### src/rtl/i2cm_pkg.sv
package i2cm_pkg;
  localparam int BYTE_W = 8;

  // control/status bit positions
  localparam int CB_DIR  = 0;
  localparam int CB_ACK  = 1;
  localparam int CB_BUSY = 2;
  localparam int CB_KEEP = 3;
  localparam int CB_IFLG = 4;
  localparam int CB_FULL = 5;
  localparam int CB_IEN  = 6;
  localparam int CB_END  = 7;

  localparam logic ADDR_DATA = 1'b0;
  localparam logic ADDR_CTRL = 1'b1;

  typedef enum logic [2:0] {
    ST_IDLE, ST_START_A, ST_START_B, ST_HOLD,
    ST_BIT_LO, ST_BIT_HI, ST_STOP_A, ST_STOP_B
  } eng_state_t;
endpackage

### src/rtl/i2cm_sync.sv
module i2cm_sync #(
  parameter int STAGES = 2
) (
  input  logic clk,
  input  logic rst,
  input  logic din,
  output logic dout
);
  logic [STAGES-1:0] pipe;

  generate
    if (STAGES == 1) begin : g_one
      always_ff @(posedge clk) begin
        if (rst) pipe <= '1;
        else     pipe <= din;
      end
    end else begin : g_many
      always_ff @(posedge clk) begin
        if (rst) pipe <= '1;
        else     pipe <= {pipe[STAGES-2:0], din};
      end
    end
  endgenerate

  assign dout = pipe[STAGES-1];
endmodule

### src/rtl/i2cm_shift.sv
module i2cm_shift #(
  parameter int W = 8
) (
  input  logic         clk,
  input  logic         rst,
  input  logic         en,
  input  logic         din,
  output logic [W-1:0] q
);
  always_ff @(posedge clk) begin
    if (rst)     q <= '0;
    else if (en) q <= {q[W-2:0], din};
  end
endmodule

### src/rtl/i2cm_engine.sv
module i2cm_engine
  import i2cm_pkg::*;
#(
  parameter int HALF_CLKS = 250,
  parameter int BITS      = 8
) (
  input  logic clk,
  input  logic rst,
  input  logic start_cmd,
  input  logic stop_cmd,
  input  logic launch,
  input  logic ack_sel,
  input  logic scl_s,
  output logic scl_low_q,
  output logic sda_low_q,
  output logic busy,
  output logic in_hold,
  output logic shift_en,
  output logic rx_done,
  output logic byte_start
);
  localparam int CW  = $clog2(HALF_CLKS + 1);
  localparam int BCW = $clog2(BITS + 1);
  localparam logic [CW-1:0]  CNT_END = CW'(HALF_CLKS - 1);
  localparam logic [BCW-1:0] ACK_BIT = BCW'(BITS);

  eng_state_t     state, state_d;
  logic [CW-1:0]  cnt, cnt_d;
  logic [BCW-1:0] bitn, bit_d;
  logic           seen, seen_d;
  logic           scl_low_d, sda_low_d;
  logic           half_end;

  assign half_end = (cnt == CNT_END);

  always_comb begin
    state_d    = state;
    cnt_d      = cnt;
    bit_d      = bitn;
    seen_d     = seen;
    shift_en   = 1'b0;
    rx_done    = 1'b0;
    byte_start = 1'b0;
    case (state)
      ST_IDLE: if (start_cmd) begin
        state_d = ST_START_A;
        cnt_d   = '0;
      end
      ST_START_A: if (half_end) begin
        state_d = ST_START_B;
        cnt_d   = '0;
      end else cnt_d = cnt + 1'b1;
      ST_START_B: if (half_end) begin
        state_d = ST_HOLD;
        cnt_d   = '0;
      end else cnt_d = cnt + 1'b1;
      ST_HOLD: if (stop_cmd) begin
        state_d = ST_STOP_A;
        cnt_d   = '0;
      end else if (launch) begin
        state_d    = ST_BIT_LO;
        cnt_d      = '0;
        bit_d      = '0;
        byte_start = 1'b1;
      end
      ST_BIT_LO: if (half_end) begin
        state_d = ST_BIT_HI;
        cnt_d   = '0;
        seen_d  = 1'b0;
      end else cnt_d = cnt + 1'b1;
      ST_BIT_HI: if (!seen) begin
        if (scl_s) seen_d = 1'b1;
      end else begin
        if (cnt == '0) begin
          if (bitn == ACK_BIT) rx_done = 1'b1;
          else                 shift_en = 1'b1;
        end
        if (half_end) begin
          cnt_d = '0;
          if (bitn == ACK_BIT) state_d = ST_HOLD;
          else begin
            state_d = ST_BIT_LO;
            bit_d   = bitn + 1'b1;
          end
        end else cnt_d = cnt + 1'b1;
      end
      ST_STOP_A: if (half_end) begin
        state_d = ST_STOP_B;
        cnt_d   = '0;
        seen_d  = 1'b0;
      end else cnt_d = cnt + 1'b1;
      ST_STOP_B: if (!seen) begin
        if (scl_s) seen_d = 1'b1;
      end else if (half_end) begin
        state_d = ST_IDLE;
        cnt_d   = '0;
      end else cnt_d = cnt + 1'b1;
      default: state_d = ST_IDLE;
    endcase

    scl_low_d = (state_d == ST_START_B) || (state_d == ST_HOLD) ||
                (state_d == ST_BIT_LO)  || (state_d == ST_STOP_A);
    sda_low_d = (state_d == ST_START_A) || (state_d == ST_START_B) ||
                (state_d == ST_STOP_A)  || (state_d == ST_STOP_B)  ||
                (((state_d == ST_BIT_LO) || (state_d == ST_BIT_HI)) &&
                 (bit_d == ACK_BIT) && !ack_sel);
  end

  always_ff @(posedge clk) begin
    if (rst) begin
      state     <= ST_IDLE;
      cnt       <= '0;
      bitn      <= '0;
      seen      <= 1'b0;
      scl_low_q <= 1'b0;
      sda_low_q <= 1'b0;
    end else begin
      state     <= state_d;
      cnt       <= cnt_d;
      bitn      <= bit_d;
      seen      <= seen_d;
      scl_low_q <= scl_low_d;
      sda_low_q <= sda_low_d;
    end
  end

  assign busy    = (state != ST_IDLE);
  assign in_hold = (state == ST_HOLD);

  // with no read and no stop, the stretch persists
  assert_hold_stays_R6: assert property (@(posedge clk) disable iff (rst)
    (state == ST_HOLD && !launch && !stop_cmd) |=> (state == ST_HOLD && scl_low_q));

  // master SDA never moves while SCL is in a receive high phase
  assert_sda_steady_R7: assert property (@(posedge clk) disable iff (rst)
    (state == ST_BIT_HI && $past(state) == ST_BIT_HI) |-> $stable(sda_low_q));

  // leaving the stop sequence releases both lines
  assert_stop_release_R11: assert property (@(posedge clk) disable iff (rst)
    (state == ST_STOP_B && state_d == ST_IDLE) |=> (!sda_low_q && !scl_low_q));
endmodule

### src/rtl/i2cm_regs.sv
module i2cm_regs
  import i2cm_pkg::*;
(
  input  logic              clk,
  input  logic              rst,
  input  logic              reg_wr,
  input  logic              reg_rd,
  input  logic              reg_addr,
  input  logic [BYTE_W-1:0] reg_wdata,
  output logic [BYTE_W-1:0] reg_rdata,
  output logic              irq,
  input  logic              busy,
  input  logic              in_hold,
  input  logic              rx_done,
  input  logic              byte_start,
  input  logic [BYTE_W-1:0] rx_byte,
  output logic              start_cmd,
  output logic              stop_cmd,
  output logic              launch,
  output logic              ack_sel
);
  logic [BYTE_W-1:0] data_q, rdata_q, ctrl_view;
  logic dir_q, ack_q, ien_q, iflg_q, full_q, end_q, irq_q;
  logic wr_ctrl, rd_data, bus_cmd;
  logic unused_wbits;

  assign unused_wbits = reg_wdata[CB_FULL] ^ reg_wdata[CB_END];
  assign wr_ctrl   = reg_wr && (reg_addr == ADDR_CTRL);
  assign rd_data   = reg_rd && (reg_addr == ADDR_DATA);
  assign bus_cmd   = wr_ctrl && !reg_wdata[CB_KEEP];
  assign start_cmd = bus_cmd && reg_wdata[CB_BUSY] && !busy;
  assign stop_cmd  = bus_cmd && !reg_wdata[CB_BUSY] && in_hold;
  assign launch    = rd_data && !dir_q && in_hold;
  assign ack_sel   = ack_q;

  always_comb begin
    ctrl_view          = '0;
    ctrl_view[CB_DIR]  = dir_q;
    ctrl_view[CB_ACK]  = ack_q;
    ctrl_view[CB_BUSY] = busy;
    ctrl_view[CB_KEEP] = 1'b1;
    ctrl_view[CB_IFLG] = iflg_q;
    ctrl_view[CB_FULL] = full_q;
    ctrl_view[CB_IEN]  = ien_q;
    ctrl_view[CB_END]  = end_q;
  end

  always_ff @(posedge clk) begin
    if (rst) begin
      data_q  <= '0;
      rdata_q <= '0;
      dir_q   <= 1'b1;
      ack_q   <= 1'b0;
      ien_q   <= 1'b0;
      iflg_q  <= 1'b0;
      full_q  <= 1'b0;
      end_q   <= 1'b0;
      irq_q   <= 1'b0;
    end else begin
      if (wr_ctrl) begin
        dir_q <= reg_wdata[CB_DIR];
        ack_q <= reg_wdata[CB_ACK];
        ien_q <= reg_wdata[CB_IEN];
      end
      if (reg_rd) rdata_q <= (reg_addr == ADDR_CTRL) ? ctrl_view : data_q;

      if (rx_done) data_q <= rx_byte;

      if (rx_done)      full_q <= 1'b1;
      else if (rd_data) full_q <= 1'b0;

      if (rx_done)                               iflg_q <= 1'b1;
      else if (wr_ctrl && !reg_wdata[CB_IFLG])   iflg_q <= 1'b0;

      if (rx_done)                        end_q <= 1'b1;
      else if (byte_start || start_cmd)   end_q <= 1'b0;

      irq_q <= iflg_q && ien_q;
    end
  end

  assign reg_rdata = rdata_q;
  assign irq       = irq_q;

  // a completed byte raises all three completion flags
  assert_flags_on_done_R4: assert property (@(posedge clk) disable iff (rst)
    rx_done |=> (full_q && iflg_q && end_q));

  // irq follows flag and enable one clock later
  assert_irq_follows_R5: assert property (@(posedge clk) disable iff (rst)
    (iflg_q && ien_q) |=> irq);
  assert_irq_quiet_R5: assert property (@(posedge clk) disable iff (rst)
    (!iflg_q || !ien_q) |=> !irq);

  // only a write of 0 clears the interrupt flag
  assert_iflag_sticky_R10: assert property (@(posedge clk) disable iff (rst)
    (iflg_q && !(wr_ctrl && !reg_wdata[CB_IFLG])) |=> iflg_q);

  // a data read empties the receive-full flag unless a byte lands at once
  assert_read_clears_R8: assert property (@(posedge clk) disable iff (rst)
    (rd_data && !rx_done) |=> !full_q);
endmodule

### src/rtl/i2c_master_rx.sv
module i2c_master_rx
  import i2cm_pkg::*;
#(
  parameter int HALF_CLKS   = 250,
  parameter int SYNC_STAGES = 2
) (
  input  logic              clk,
  input  logic              rst,
  input  logic              reg_wr,
  input  logic              reg_rd,
  input  logic              reg_addr,
  input  logic [BYTE_W-1:0] reg_wdata,
  output logic [BYTE_W-1:0] reg_rdata,
  output logic              irq,
  input  logic              scl_i,
  output logic              scl_o,
  input  logic              sda_i,
  output logic              sda_o
);
  logic scl_s, sda_s;
  logic scl_low_q, sda_low_q;
  logic busy, in_hold, shift_en, rx_done, byte_start;
  logic start_cmd, stop_cmd, launch, ack_sel;
  logic [BYTE_W-1:0] rx_byte;

  i2cm_sync #(.STAGES(SYNC_STAGES)) i_sync_scl (
    .clk(clk), .rst(rst), .din(scl_i), .dout(scl_s));
  i2cm_sync #(.STAGES(SYNC_STAGES)) i_sync_sda (
    .clk(clk), .rst(rst), .din(sda_i), .dout(sda_s));

  i2cm_engine #(.HALF_CLKS(HALF_CLKS), .BITS(BYTE_W)) i_engine (
    .clk(clk), .rst(rst),
    .start_cmd(start_cmd), .stop_cmd(stop_cmd), .launch(launch),
    .ack_sel(ack_sel), .scl_s(scl_s),
    .scl_low_q(scl_low_q), .sda_low_q(sda_low_q),
    .busy(busy), .in_hold(in_hold), .shift_en(shift_en),
    .rx_done(rx_done), .byte_start(byte_start));

  i2cm_shift #(.W(BYTE_W)) i_shift (
    .clk(clk), .rst(rst), .en(shift_en), .din(sda_s), .q(rx_byte));

  i2cm_regs i_regs (
    .clk(clk), .rst(rst),
    .reg_wr(reg_wr), .reg_rd(reg_rd), .reg_addr(reg_addr),
    .reg_wdata(reg_wdata), .reg_rdata(reg_rdata), .irq(irq),
    .busy(busy), .in_hold(in_hold), .rx_done(rx_done),
    .byte_start(byte_start), .rx_byte(rx_byte),
    .start_cmd(start_cmd), .stop_cmd(stop_cmd),
    .launch(launch), .ack_sel(ack_sel));

  assign scl_o = !scl_low_q;
  assign sda_o = !sda_low_q;
endmodule

### config.mk
export PLATFORM = sky130hd
export DESIGN_NAME = i2c_master_rx
export DESIGN_NICKNAME = d
export VERILOG_FILES = /design/src/rtl/i2cm_pkg.sv /design/src/rtl/i2cm_sync.sv /design/src/rtl/i2cm_shift.sv /design/src/rtl/i2cm_engine.sv /design/src/rtl/i2cm_regs.sv /design/src/rtl/i2c_master_rx.sv
export SDC_FILE = /design/constraint.sdc
export NUM_CORES = 1
export LEC_CHECK = 0
export BUFFER_PORTS_ARGS = -buffer_cell sky130_fd_sc_hd__clkbuf_2
export CAP_MARGIN = 20
export CORE_MARGIN = 3
export CORE_UTILIZATION = 55
export CTS_BUF_LIST = sky130_fd_sc_hd__clkbuf_4 sky130_fd_sc_hd__clkbuf_8
export CTS_CLUSTER_DIAMETER = 80
export DETAILED_ROUTE_END_ITERATION = 6
export GPL_ROUTABILITY_DRIVEN = 0
export GPL_TIMING_DRIVEN = 0
export MAX_ROUTING_LAYER = met4
export PLACE_DENSITY = 0.75
export SYNTH_ARGS = -nofsm -noshare
export SYNTH_HDL_FRONTEND = slang
export SYNTH_SLANG_ARGS = --single-unit
### constraint.sdc
create_clock -name clk -period 2.05 [get_ports clk]
set_clock_uncertainty 0.15 [all_clocks]
set_input_delay 0.3075 -clock clk [delete_from_list [all_inputs] [get_ports clk]]
set_output_delay 0.3075 -clock clk [all_outputs]
set_load 0.05 [all_outputs]
==> out/results.ini <==
[outcome]
outcome = completed

[die]
die_h_um = 73.01
start_util_pct = 59.19
die-width_um = 73.01
die-area_um2 = 5330
io_pins = 26
rows = 23
core_area_um2 = 4173

[synth]
async_flop_share_pct = 0
synth_ff_type = dfxtp_1
synth-seq-area-share_pct = 42.96
yosys.area.top_type = dfxtp_1
yosysWarnings = 0
synthDistinctLibCells = 53
syn_nets = 296
synth_most_common_cell = dfxtp_1
avgSynthCellArea_um2 = 8.949
synth_edf_count = 0
synth_top_area_share_pct = 42.96
ys_top_cells_by_count = dfxtp_1 (53), nor2_1 (48), mux2i_1 (24), nand2_1 (20), a21oi_1 (14)
synthCells = 276
synth_area_leaders = dfxtp_1 (43%), mux2i_1 (9.7%), nor2_1 (7.3%)
synth-seq-cells = 53
synth.cell_area_um2 = 2470

[setup_path]
crit_slowest_cell = dfxtp_2
slowest_delay_ns = 0.34
crit_required_ns = 2.13
critPathMaxFanout = 5
ff2ff_path_depth = 8
endpoint_kind = flip-flop
path_class = flip-flop to flip-flop
regToRegSetupSlack_ns = 0.05
crit_chain = inv_2 -> ha_1 -> and4b_2 -> and3_4 -> o32a_1 -> nand3_2 -> mux2_2 -> nor2_1
worstReg2RegStart = i_engine.cnt[1]
r2r-end = i_engine.scl_low_q
critPathArrivalTime_ns = 2.08
worst_setup_path_start_kind = flip-flop

[timing]
slew_headroom_pct = 62.83
setup_tns_ns = 0
worst_pin_slew_ns = 0.5576
rsz0062_at_grt = true
max_freq_ghz = 0.5000
post-route-period-util_pct = 97.57
setup_slack_ns = 0.04987
finalWorstPathRequiredPeriod_ns = 2.000
setup_violations = 0
drv_slew = 0
hold_viol = 0

[global_route]
grt_first_pass_wirelength_um = 8362
antenna_found_initial = 0
grt_remaining_overflow = 0
track_usage_pct = 20.61
grt_start_max_net_pins = 17
first_global_vias = 1756

[finish]
nets = 331
diodes = 0
drive_above_1_share_pct = 24.04
area_growth_pct = 14.54
regArea_um2 = 1066
n_fill_cell = 335
final_cells = 362
multi_input_area_um2 = 1343

[routing]
viasPerCell = 5.619
vias = 2034
drt-wirelength-per-cell_um = 14.18
firstDrtPassIters = 4
routed_wl_um = 5134
drc_errors = 0
ant_nets = 0
detail_route.iter0.violations = 136

[cts]
cts.htree.levels = 2
cts.path.max_buffers = 2
clk_pin_slew_worst_paths_ns = 0.10
clock_sinks = 53
postCtsHoldBufs = 0
clk_latency_ns = 0.31
numCtsBuffers = 5
cts_root_buffer = clkbuf_8
cts_tree = built

[min_path]
min_path_cells = 2
holdPathEnd = i_sync_scl.pipe[0]
hold_start = scl_i
holdCritPathClass = input pin to flip-flop

[run]
cap_violations = 0

[pwr]
power_density_nw_per_um2 = 637.9
p_leak_uw = 0.001255
ir_worst_vdd_mv = 0.5840

[placement]
pre_cts_ws_ns = -0.02473
place.detailed.hpwl_um = 3557
port_buffers = 21
placed_cells = 347

==> report_power, final <==
part | switching (uW) | internal (uW)
Sequential | 10.8 | 1050
Combinational | 99.8 | 47.6
Clock | 341 | 257
==> timing repair <==
| item | 4_1_cts | 5_1_grt |
|---|---|---|
| gates cloned | 0 | 0 |
| setup endpoints to repair | 1 | 3 |
| resized for setup | 1 | 13 |
| pin swaps | 0 | 6 |
| setup buffers | 1 | 6 |
==> state kept, by name (all words and copies together) (netlist names), 2 cells and up <==
register          cells
i_sync_sda.pipe       2
i_engine.cnt          8
i_engine.state        3
i_regs.reg_rdata      8
i_regs.data_q         8
i_engine.bitn         4
i_shift.q             8
i_sync_scl.pipe       2
==> routing by layer <==
metal  GRT usage, %  share of wire [%]  up-vias
met5              -                  0        -
met1          29.46                 51      946
met4          6.352                1.1        0
met3          4.408                5.2        5
li1               -                  -     1034
met2          28.90                 43       49
==> kinds of logic after synthesis <==
| kind of cell | count (synthesis) | synth area share [%] |
|---|---|---|
| and+or+nand+nor | 112 | 22.85 |
| muxes | 25 | 10.18 |
| AOI/OAI and AO/OA | 50 | 14.54 |
| adders and majority gates | 5 | 2.533 |
| xor gates and xnor gates | 7 | 2.482 |
| buffers and inverters | 24 | 4.458 |
| DFF | 53 | 42.96 |
==> cell usage in the layout (no fill, tap or decap), types with 3 or more instances in the layout <==
cell type / n
xor2_1: 6
a21oi_1: 14
nand2_1: 19
dfxtp_2: 4
and3_1: 3
inv_1: 7
buf_4: 11
nand4_1: 5
mux2i_1: 24
ha_1: 4
nand3_1: 7
a21o_1: 3
dfxtp_1: 49
a211oi_1: 7
or2_2: 5
clkbuf_1: 6
buf_2: 4
nor2_1: 48
o21ai_0: 7
clkbuf_2: 21
clkbuf_8: 5
==> worst max path at each step <==
| stage | startpoint | to | depth (start not counted) |
|---|---|---|---|
| final | i_engine.cnt[1] | i_engine.scl_low_q | 8 |
| after global routing | i_engine.bitn[0] | i_engine.sda_low_q | 8 |
| after CTS | i_engine.bitn[0] | i_engine.sda_low_q | 8 |
| after detailed placement | i_engine.cnt[0] | i_engine.sda_low_q | 7 |
| after global placement | i_engine.cnt[0] | i_engine.sda_low_q | 7 |
| after floorplan | i_engine.cnt[1] | i_engine.sda_low_q | 8 |
==> worst max-delay path: cells and delay by family, from the launching register on <==
family	cells	cell delay, ns
AND/OR/NAND/NOR	4	0.78
flip-flops	1	0.34
multiplexers	1	0.30
AO/OA/AOI/OAI	1	0.16
adder cells (fa/ha/maj)	1	0.13
buffers and inverters	1	0.07
==> area by class of cell <==
cell class	instances	share of cell area (%)
multi-input cells	199	47.46
repair buffers	28	5.573
clock buffers	6	2.698
clock inverters	2	0.4865
inverters	9	1.194
well taps	50	2.211
flip-flops and latches	53	37.68
plain buffers	15	2.698
==> per-stage QoR <==
step / util (%) / hold slack, ns / total power (uW) / cell area, um2
2_1_floorplan: - / 0.2395 / 1188 / 2470
3_5_place_dp: 63.21 / 0.2572 / 1229 / 2638
3_3_place_gp: 63.21 / 0.2406 / 1228 / 2638
4_1_cts: 65.67 / 0.02212 / 1820 / 2740
6_report: 67.80 / 0.02501 / 1805 / 2829
5_1_grt: 67.80 / 0.03993 / 1870 / 2829
No activity file was read; power rests on OpenSTA's default activity.
